==> src/rtl/kbw_pkg.sv <==
package kbw_pkg;
  typedef enum logic [1:0] {
    A_CODE = 2'd0,
    A_STS  = 2'd1,
    A_EN   = 2'd2,
    A_CTL  = 2'd3
  } kbw_addr_e;

  localparam int unsigned WAKE_BIT = 5;
  localparam int unsigned OFF_BIT  = 0;
endpackage

==> src/rtl/kbw_sync.sv <==
module kbw_sync #(
  parameter int unsigned W      = 2,
  parameter int unsigned STAGES = 2,
  parameter logic [W-1:0] RST_VAL = '1
) (
  input  logic         clk,
  input  logic         rst,
  input  logic [W-1:0] din,
  output logic [W-1:0] dout
);
  logic [W-1:0] stg [STAGES];

  for (genvar s = 0; s < STAGES; s++) begin : g_stage
    always_ff @(posedge clk) begin
      if (rst) stg[s] <= RST_VAL;
      else if (s == 0) stg[s] <= din;
      else stg[s] <= stg[(s == 0) ? 0 : s-1];
    end
  end

  assign dout = stg[STAGES-1];
endmodule

==> src/rtl/kbw_frame.sv <==
module kbw_frame #(
  parameter int unsigned DATA_W   = 8,
  parameter int unsigned IDLE_CYC = 64
) (
  input  logic              clk,
  input  logic              rst,
  input  logic              off,
  input  logic              kc_s,
  input  logic              kd_s,
  output logic              frame_ok,
  output logic [DATA_W-1:0] frame_byte
);
  localparam int unsigned FB   = DATA_W + 3;
  localparam int unsigned CW   = $clog2(FB);
  localparam int unsigned IW   = $clog2(IDLE_CYC + 1);
  localparam logic [CW-1:0] LAST = CW'(FB - 1);
  localparam logic [IW-1:0] IDLE = IW'(IDLE_CYC);

  logic          run_rst;
  logic          kc_q;
  logic          fall;
  logic [CW-1:0] bit_cnt;
  logic [IW-1:0] idle_q;
  logic [FB-2:0] sh;
  logic [FB-1:0] full;
  logic          good;

  assign run_rst = rst | off;
  assign fall    = kc_q & ~kc_s;
  assign full    = {kd_s, sh};
  // start low, stop high, odd ones over data plus parity
  assign good    = ~full[0] & full[FB-1] & (^full[FB-2:1]);

  always_ff @(posedge clk) begin
    if (run_rst) begin
      kc_q       <= 1'b1;
      bit_cnt    <= '0;
      idle_q     <= '0;
      sh         <= '0;
      frame_ok   <= 1'b0;
      frame_byte <= '0;
    end else begin
      kc_q     <= kc_s;
      frame_ok <= 1'b0;
      if (fall) begin
        idle_q <= '0;
        sh     <= full[FB-1:1];
        if (bit_cnt == LAST) begin
          bit_cnt <= '0;
          if (good) begin
            frame_ok   <= 1'b1;
            frame_byte <= full[DATA_W:1];
          end
        end else begin
          bit_cnt <= bit_cnt + 1'b1;
        end
      end else begin
        if (idle_q != IDLE) idle_q <= idle_q + 1'b1;
        if (idle_q == IDLE) bit_cnt <= '0;
      end
    end
  end

  p_cnt_bound_r2: assert property (@(posedge clk) disable iff (rst)
    bit_cnt <= LAST);

  p_timeout_r10: assert property (@(posedge clk) disable iff (run_rst)
    (idle_q == IDLE) && !fall |=> bit_cnt == '0);

  p_off_quiet_r9: assert property (@(posedge clk) disable iff (rst)
    $past(off) |-> !frame_ok);
endmodule

==> src/rtl/kbw_regs.sv <==
module kbw_regs
  import kbw_pkg::*;
#(
  parameter int unsigned DATA_W = 8
) (
  input  logic              clk,
  input  logic              rst,
  input  logic              we,
  input  logic [1:0]        addr,
  input  logic [DATA_W-1:0] wdata,
  input  logic              frame_ok,
  input  logic [DATA_W-1:0] frame_byte,
  output logic              off,
  output logic [DATA_W-1:0] rdata,
  output logic              wake
);
  logic [DATA_W-1:0] code_q;
  logic              sts_q;
  logic              en_q;
  logic              off_q;
  logic              hit;
  logic              clr;

  assign hit = frame_ok && (frame_byte == code_q);
  assign clr = we && (addr == A_STS) && wdata[WAKE_BIT];
  assign off = off_q;

  always_ff @(posedge clk) begin
    if (rst) begin
      code_q <= '0;
      sts_q  <= 1'b0;
      en_q   <= 1'b0;
      off_q  <= 1'b0;
      wake   <= 1'b0;
      rdata  <= '0;
    end else begin
      if (we && addr == A_CODE) code_q <= wdata;
      if (we && addr == A_EN)   en_q   <= wdata[WAKE_BIT];
      if (we && addr == A_CTL)  off_q  <= wdata[OFF_BIT];
      if (hit)      sts_q <= 1'b1;
      else if (clr) sts_q <= 1'b0;
      wake <= sts_q & en_q;
      rdata <= '0;
      case (addr)
        A_CODE:  rdata <= code_q;
        A_STS:   rdata[WAKE_BIT] <= sts_q;
        A_EN:    rdata[WAKE_BIT] <= en_q;
        default: rdata[OFF_BIT] <= off_q;
      endcase
    end
  end

  p_match_sets_r2: assert property (@(posedge clk) disable iff (rst)
    frame_ok && frame_byte == code_q |=> sts_q);

  p_no_spurious_r3: assert property (@(posedge clk) disable iff (rst)
    !sts_q && !(frame_ok && frame_byte == code_q) |=> !sts_q);

  p_sticky_r7: assert property (@(posedge clk) disable iff (rst)
    sts_q && !(we && addr == A_STS && wdata[WAKE_BIT]) |=> sts_q);

  p_wake_gate_r8: assert property (@(posedge clk) disable iff (rst)
    wake |-> $past(en_q) && $past(sts_q));
endmodule

==> src/rtl/kbd_wake_det.sv <==
module kbd_wake_det #(
  parameter int unsigned DATA_W   = 8,
  parameter int unsigned SYNC_N   = 2,
  parameter int unsigned IDLE_CYC = 64
) (
  input  logic              clk,
  input  logic              rst,
  input  logic              reg_we,
  input  logic [1:0]        reg_addr,
  input  logic [DATA_W-1:0] reg_wdata,
  output logic [DATA_W-1:0] reg_rdata,
  input  logic              kb_clk,
  input  logic              kb_dat,
  output logic              wake_req
);
  logic [1:0]        line_s;
  logic              off;
  logic              frame_ok;
  logic [DATA_W-1:0] frame_byte;

  kbw_sync #(.W(2), .STAGES(SYNC_N), .RST_VAL(2'b11)) u_sync (
    .clk (clk),
    .rst (rst),
    .din ({kb_clk, kb_dat}),
    .dout(line_s)
  );

  kbw_frame #(.DATA_W(DATA_W), .IDLE_CYC(IDLE_CYC)) u_frame (
    .clk       (clk),
    .rst       (rst),
    .off       (off),
    .kc_s      (line_s[1]),
    .kd_s      (line_s[0]),
    .frame_ok  (frame_ok),
    .frame_byte(frame_byte)
  );

  kbw_regs #(.DATA_W(DATA_W)) u_regs (
    .clk       (clk),
    .rst       (rst),
    .we        (reg_we),
    .addr      (reg_addr),
    .wdata     (reg_wdata),
    .frame_ok  (frame_ok),
    .frame_byte(frame_byte),
    .off       (off),
    .rdata     (reg_rdata),
    .wake      (wake_req)
  );
endmodule

==> config.mk <==
export PLATFORM = sky130hd
export DESIGN_NAME = kbd_wake_det
export DESIGN_NICKNAME = d
export VERILOG_FILES = /design/src/rtl/kbw_pkg.sv /design/src/rtl/kbw_sync.sv /design/src/rtl/kbw_frame.sv /design/src/rtl/kbw_regs.sv /design/src/rtl/kbd_wake_det.sv
export SDC_FILE = /design/constraint.sdc
export NUM_CORES = 1
export LEC_CHECK = 0
export BUFFER_PORTS_ARGS = -buffer_cell sky130_fd_sc_hd__buf_2
export CORE_MARGIN = 2
export CORE_UTILIZATION = 55
export CTS_BUF_LIST = sky130_fd_sc_hd__clkbuf_2 sky130_fd_sc_hd__clkbuf_4 sky130_fd_sc_hd__clkbuf_8
export CTS_CLUSTER_SIZE = 14
export DETAILED_ROUTE_END_ITERATION = 16
export PLACE_DENSITY = 0.83
export SLEW_MARGIN = 10
export SYNTH_ARGS = -nofsm -noshare
export SYNTH_HDL_FRONTEND = slang
export SYNTH_HIERARCHICAL = 1
export SYNTH_SLANG_ARGS = --single-unit
==> constraint.sdc <==
create_clock -name clk -period 2.8 [get_ports clk]
set_input_delay 0.14 -clock clk [delete_from_list [all_inputs] [get_ports clk]]
set_output_delay 0.14 -clock clk [all_outputs]
set_load 0.05 [all_outputs]
# Word-level counts from Yosys, hierarchy flattened
# Memory sizes are Yosys's and may differ from the RTL's.
# Index checks and enable logic that the tools add are counted.
[word_totals]
register_bits = 51
ramBits = 4
in_bits = 15
output_inout_bits = 9
word_cells = 63
memories = 1
[memory_table]
columns = ["memory", "words", "word_bits", "rd", "rd_ports_with_merged_regs", "wr", "line", "text"]
rows = [
  ["u_sync.stg", 2, 2, 2, 0, 2, "kbw_sync.sv:11", "logic [W-1:0] stg [STAGES];"],
]
[op_classes]
n_addsub = 2
n_eq_ne = 7
mux = 13
n_bitwise = 12
reduce_logical = 15
[ops]
columns = ["op", "count"]
rows = [
  ["$mux 4", 3],
  ["$reduce_xor 9->1", 1],
  ["$eq 8x8->1", 1],
  ["$add 7x1->7 const B", 1],
  ["$eq 7x7->1 const B", 1],
  ["$ne 7x7->1 const B", 1],
  ["$logic_and 1x1->1", 6],
  ["$mux 1", 6],
  ["$reduce_or 2->1", 3],
  ["$not 1->1", 5],
  ["$add 4x1->4 const B", 1],
  ["$and 1x1->1", 4],
  ["$eq 2x2->1 const B", 2],
  ["$eq 4x4->1 const B", 1],
  ["$mux 2", 2],
  ["$reduce_bool 2->1", 2],
  ["$or 1x1->1", 3],
  ["$pmux 1 s3", 1],
  ["$reduce_and 3->1", 1],
  ["$reduce_or 3->1", 1],
  ["$eq 2x1->1 const B", 1],
  ["$logic_not 2->1", 1],
  ["$pmux 1 s2", 1],
]

# Depth between registers and ports, before layout
[depth]
word_depth = 5
depth_mapped = 6
depth_no_buf = 6

# Modules after synthesis
# Netlist, hierarchy kept.
[by_module_without_submodules]
columns = ["mod", "instances", "cells_each", "area_each_um2", "seq_area_each_um2"]
rows = [
  ["kbw_frame", 1, 156, 1380.1, 620.6],
  ["kbw_regs", 1, 77, 810.8, 400.4],
  ["kbw_sync", 1, 8, 105.1, 80.1],
]

# Worst setup path after synthesis
# No wires, ideal clock.
[synth_timing]
kind = "flip-flop to flip-flop"
startpoint = "reg u_frame.sh[7]"
endpoint = "reg u_frame.frame_byte[0]"
setup_ns = 0.072
t_arrival_ns = 1.707
required_time_ns = 2.728
setup_slack_ns = 1.022
path_stages_with_launch = 5
path_buffers = 0
synth_period_minus_slack_ns = 1.778
path_cell_list = "dfxtp_1 > xor3_1 > or3b_4 > mux2i_4 > mux2i_1"
[synth_between]
elab_chain_cells = 3
[synth_rtl]
columns = ["element", "line", "text"]
rows = [
  ["start: declaration", "kbw_frame.sv:24", "logic [FB-2:0] sh;"],
  ["start signal: assignment", "kbw_frame.sv:47", "sh <= full[FB-1:1];"],
  ["$reduce_xor 9->1", "kbw_frame.sv:32", "assign good = ~full[0] & full[FB-1] & (^full[FB-2:1]);"],
  ["$and 1x1->1", "kbw_frame.sv:32", ""],
  ["$reduce_and 3->1 (no source line)", "n/a", ""],
  ["end signal: assignment", "kbw_frame.sv:52", "frame_byte <= full[DATA_W:1];"],
  ["end: declaration", "kbw_frame.sv:11", "output logic [DATA_W-1:0] frame_byte"],
]
# Every way passes these cells.
# A chain may end at the register's enable or synchronous reset.

# Final worst setup path
[layout_timing]
startpoint = "reg u_frame.sh[7]"
endpoint = "reg u_frame.frame_byte[7]"
# The elaborated chain is that of the path after synthesis.

==> impl_table.tex <==
\begin{tabular}{lr}
\hline
Metric & Value \\
\hline
\multicolumn{2}{l}{\textbf{Clock tree}} \\
H-tree level count & 2 \\
TritonCTS clock tree & done \\
Clock transition at path regs & roughly 100 ps \\
Total CTS buffers & 5 \\
Max Buffers Root-to-Sink & 2 \\
Clock Root Buffer & clkbuf\_8 \\
Post-cts resize count & 0 \\
Clock latency reported for the late side of the worst-skew pair & 310 ps \\
Clock Sink Count & 55 \\
\multicolumn{2}{l}{\textbf{Placement}} \\
Final GP Congestion & 0.762 \\
Cell total after placement & around 310 \\
DP Wirelength & 2790 um \\
Cell area reported after detailed placement & 2420 um\^{}2 \\
Input/output buffers & 23 \\
Pre-CTS setup slack & a little under 900 ps \\
\multicolumn{2}{l}{\textbf{STA}} \\
Total negative setup slack & 0 ps \\
Min setup slack post-route & about 870 ps \\
Final number of setup-violating endpoints & 0 \\
Worst clock skew & 5.43 ps \\
Slew @ Worst Pin & 770 ps \\
Worst-case headroom to the max-slew limit & 0.484 \\
Final-layout worst hold slack & 9.05 ps \\
Final worst path period share & 0.690 \\
Upper clock frequency limit & 0.518 GHz \\
Final number of hold-violating endpoints & 0 \\
Tmin final & 1930 ps \\
Final slew viol count & 0 \\
Setup repair after global routing missed its margin & false \\
\multicolumn{2}{l}{\textbf{Critical path}} \\
Master of the slowest instance on the critical path & xor3\_1 \\
Critical register-to-register path startpoint & u\_frame/sh[7]\$\_SDFFE\_PP0P\_ \\
Arrival time of data at the critical path endpoint & between 2000 and 2500 ps \\
R2R Setup Slk & 870 ps \\
Critical path required time & 3040 ps \\
Bufs and invs on worst path & 0 \\
Worst Setup Path Type & register to register \\
Critical path launch point type & register \\
Biggest cell delay along the critical path & roughly 470 ps \\
CP Max Fanout & 8 \\
Reg2reg path depth & 4 \\
Reg2reg end & u\_frame/frame\_byte[7]\$\_SDFFE\_PP0P\_ \\
Cells along the critical path & xor3\_1 -> or3b\_4 -> mux2i\_4 -> mux2i\_1 \\
Cell class contributing the biggest share of worst-path delay & multiplexers \\
Capturing element type of the critical path & register \\
\multicolumn{2}{l}{\textbf{Job}} \\
\# Max-Cap Violations & 0 \\
\multicolumn{2}{l}{\textbf{Finish}} \\
Most common cell after layout, fill and taps aside & dfxtp\_1 \\
Post-route design area & 2520 um\^{}2 \\
Leading cell types in the layout, fill and taps excluded & 55 x dfxtp\_1, 38 x nand2\_1, 25 x nor2\_1 \\
Non-filler instance count after layout & 314 \\
Final core utilization & 0.631 \\
Area added between synthesis and finish & 9.92\% \\
NumNets Final & 282 \\
Ant. Diodes & 0 \\
Share of final-layout standard cells stronger than drive strength 1 & 0.133 \\
\multicolumn{2}{l}{\textbf{Power and ir drop}} \\
VDD IR max & about 0.00038 V \\
Total chip power & between 1 and 1.5 mW \\
Switching power & approximately 0.32 mW \\
Leakage power & 0.963 nW \\
Power density over the cells & 529 nW/um\^{}2 \\
Portion of total power attributed to combinational logic & 0.066 \\
Switching share of power & 0.241 \\
Clock share of power & 0.327 \\
Pint & between 1 and 1.5 mW \\
Sequential Power Share & 0.606 \\
\multicolumn{2}{l}{\textbf{Floorplanning}} \\
Top-Level Pins & 24 \\
Die H & about 70 um \\
Initial core utilization & 0.574 \\
Site Rows & 23 \\
Horizontal extent of the die & 68.6 um \\
Die ar. & roughly 4700 um\^{}2 \\
Area inside the core boundary & 4000 um\^{}2 \\
\multicolumn{2}{l}{\textbf{Min path}} \\
Min-Delay Startpoint & kb\_clk \\
Count of cells along the worst hold path & 2 \\
Capture endpoint of the worst hold path & u\_sync/stg[0][1]\$\_SDFF\_PP1\_ \\
Hold crit path type & input port to register \\
\multicolumn{2}{l}{\textbf{Routing}} \\
Count of routing violations after the opening detailed-route iteration & 20 \\
Average wire per standard cell & between 10 and 15 um \\
Final ANT Viol Nets & 0 \\
Total length of routed wires & between 3000 and 4000 um \\
Detailed-route vias per instance & 5.16 \\
DR pass1 iterations & 4 \\
Residual DRC count & 0 \\
Total vias in the final route & 1621 \\
\multicolumn{2}{l}{\textbf{Synth}} \\
Share of the synthesized area in the top cell type & 0.480 \\
Post-Syn Nets & between 200 and 300 \\
Sequential area share after synthesis & 0.480 \\
Flop and latch count out of synthesis & 55 \\
Average instance area after synthesis & 9.53 um\^{}2 \\
Async set-or-reset flop fraction in the synthesized netlist & 0 \\
Netlist area before placement & 2300 um\^{}2 \\
Top cells by area, synth & dfxtp\_1 48\%, mux2i\_1 8.7\%, nand2\_1 6.2\% \\
Gate count after technology mapping & 241 \\
Primary FF master, synth & dfxtp\_1 \\
Yosys cell types & 35 \\
Number of synthesized flops with an enable pin & 0 \\
Cell taking the most area after synthesis & dfxtp\_1 \\
Count of synthesis-stage warnings from yosys & 6 \\
\multicolumn{2}{l}{\textbf{Global route}} \\
Via count of the first global-routing pass & 1462 \\
Wire length of the first global-routing pass & $\sim$6400 um \\
Remaining Overflow, GRT & 0 \\
Total global-route track usage & 0.184 \\
Pin count of the biggest net entering global routing & 24 \\
Initial antenna violation count & 0 \\
\multicolumn{2}{l}{\textbf{Run status}} \\
Run status & completed \\
\hline
\end{tabular}
sequential cells by signal, indices dropped and copies added (netlist names):
| register | flops |
|---|---|
| u_regs/code_q | 8 |
| u_frame/sh | 10 |
| u_regs/en_q | 1 |
| u_regs/rdata | 8 |
| u_frame/kc_q | 1 |
| u_frame/frame_byte | 8 |
| u_frame/idle_q | 7 |
| u_regs/sts_q | 1 |
| u_frame/frame_ok | 1 |
| u_sync/stg | 4 |
| u_regs/wake | 1 |
| u_regs/off | 1 |
| u_frame/bit_cnt | 4 |
timing repair:
| action | CTS | global route |
|---|---|---|
| buffers inserted | 0 | 0 |
| endpoints found under the hold margin | 1 | 0 |
| setup endpoints to repair | 0 | 0 |
| hold buffers | 1 | 0 |
synthesized netlist by cell type (2+ instances only):
cell / count
a21oi_1: 12
a31oi_1: 3
and2_1: 6
and3b_1: 2
buf_6: 3
clkbuf_1: 7
dfxtp_1: 55
ha_1: 4
inv_1: 3
mux2i_1: 20
nand2_1: 38
nand3_1: 12
nand3b_1: 8
nor2_1: 25
nor3_1: 3
or2_1: 5
xnor2_1: 12
xor2_1: 6
logic make-up (layout without fill, tap and decap cells):
family | after synthesis | in the layout | synth area share
and+or+nand+nor | 109 | 109 | 0.235
xor gates and xnor gates | 20 | 20 | 0.0888
adders and majority gates | 4 | 4 | 0.0218
DFF | 55 | 55 | 0.480
muxes | 21 | 21 | 0.0970
AOI/OAI and AO/OA | 19 | 19 | 0.0463
buffers and inverters | 13 | 36 | 0.0311
power groups by stage:
stage	clock [mW]	combinational, mW	sequential [mW]
2_1_floorplan	0	0.0643	0.827
5_1_grt	0.475	0.0999	0.812
3_3_place_gp	0	0.0864	0.826
3_5_place_dp	0	0.0879	0.828
4_1_cts	0.450	0.0893	0.809
6_report	0.437	0.0885	0.809
cell type report:
| cell class | instances | area (um^2) |
|---|---|---|
| clock buffers | 5 | 68.8 |
| fillers | 348 | 1480 |
| well taps | 50 | 62.6 |
| clock inverters | 3 | 23.8 |
| multi-input cells | 173 | 1120 |
| repair buffers | 25 | 133 |
| inverters | 3 | 11.3 |
| flip-flops and latches | 55 | 1100 |
metal layers:
metal | part of all wire | global-route usage | up-vias
met3 | 0.041 | 0.0503 | 5
met5 | 0 | 0 | -
li1 | - | - | 845
met1 | 0.47 | 0.222 | 746
met4 | 0.014 | 0.0750 | 0
met2 | 0.48 | 0.309 | 25
worst max-delay path by stage:
stage                               start                            endpoint  slack [ps]  depth (start not counted)
4_1_cts        u_frame/sh[7]$_SDFFE_PP0P_  u_frame/frame_byte[7]$_SDFFE_PP0P_         850                          4
3_3_place_gp   u_frame/sh[7]$_SDFFE_PP0P_  u_frame/frame_byte[1]$_SDFFE_PP0P_         950                          4
3_5_place_dp   u_frame/sh[7]$_SDFFE_PP0P_  u_frame/frame_byte[7]$_SDFFE_PP0P_         870                          4
2_1_floorplan  u_frame/sh[7]$_SDFFE_PP0P_  u_frame/frame_byte[0]$_SDFFE_PP0P_        1020                          4
5_1_grt           u_frame/kc_q$_SDFF_PP1_  u_frame/frame_byte[7]$_SDFFE_PP0P_         690                          4
6_report       u_frame/sh[7]$_SDFFE_PP0P_  u_frame/frame_byte[7]$_SDFFE_PP0P_         870                          4
(Power assumes the default switching activity.)
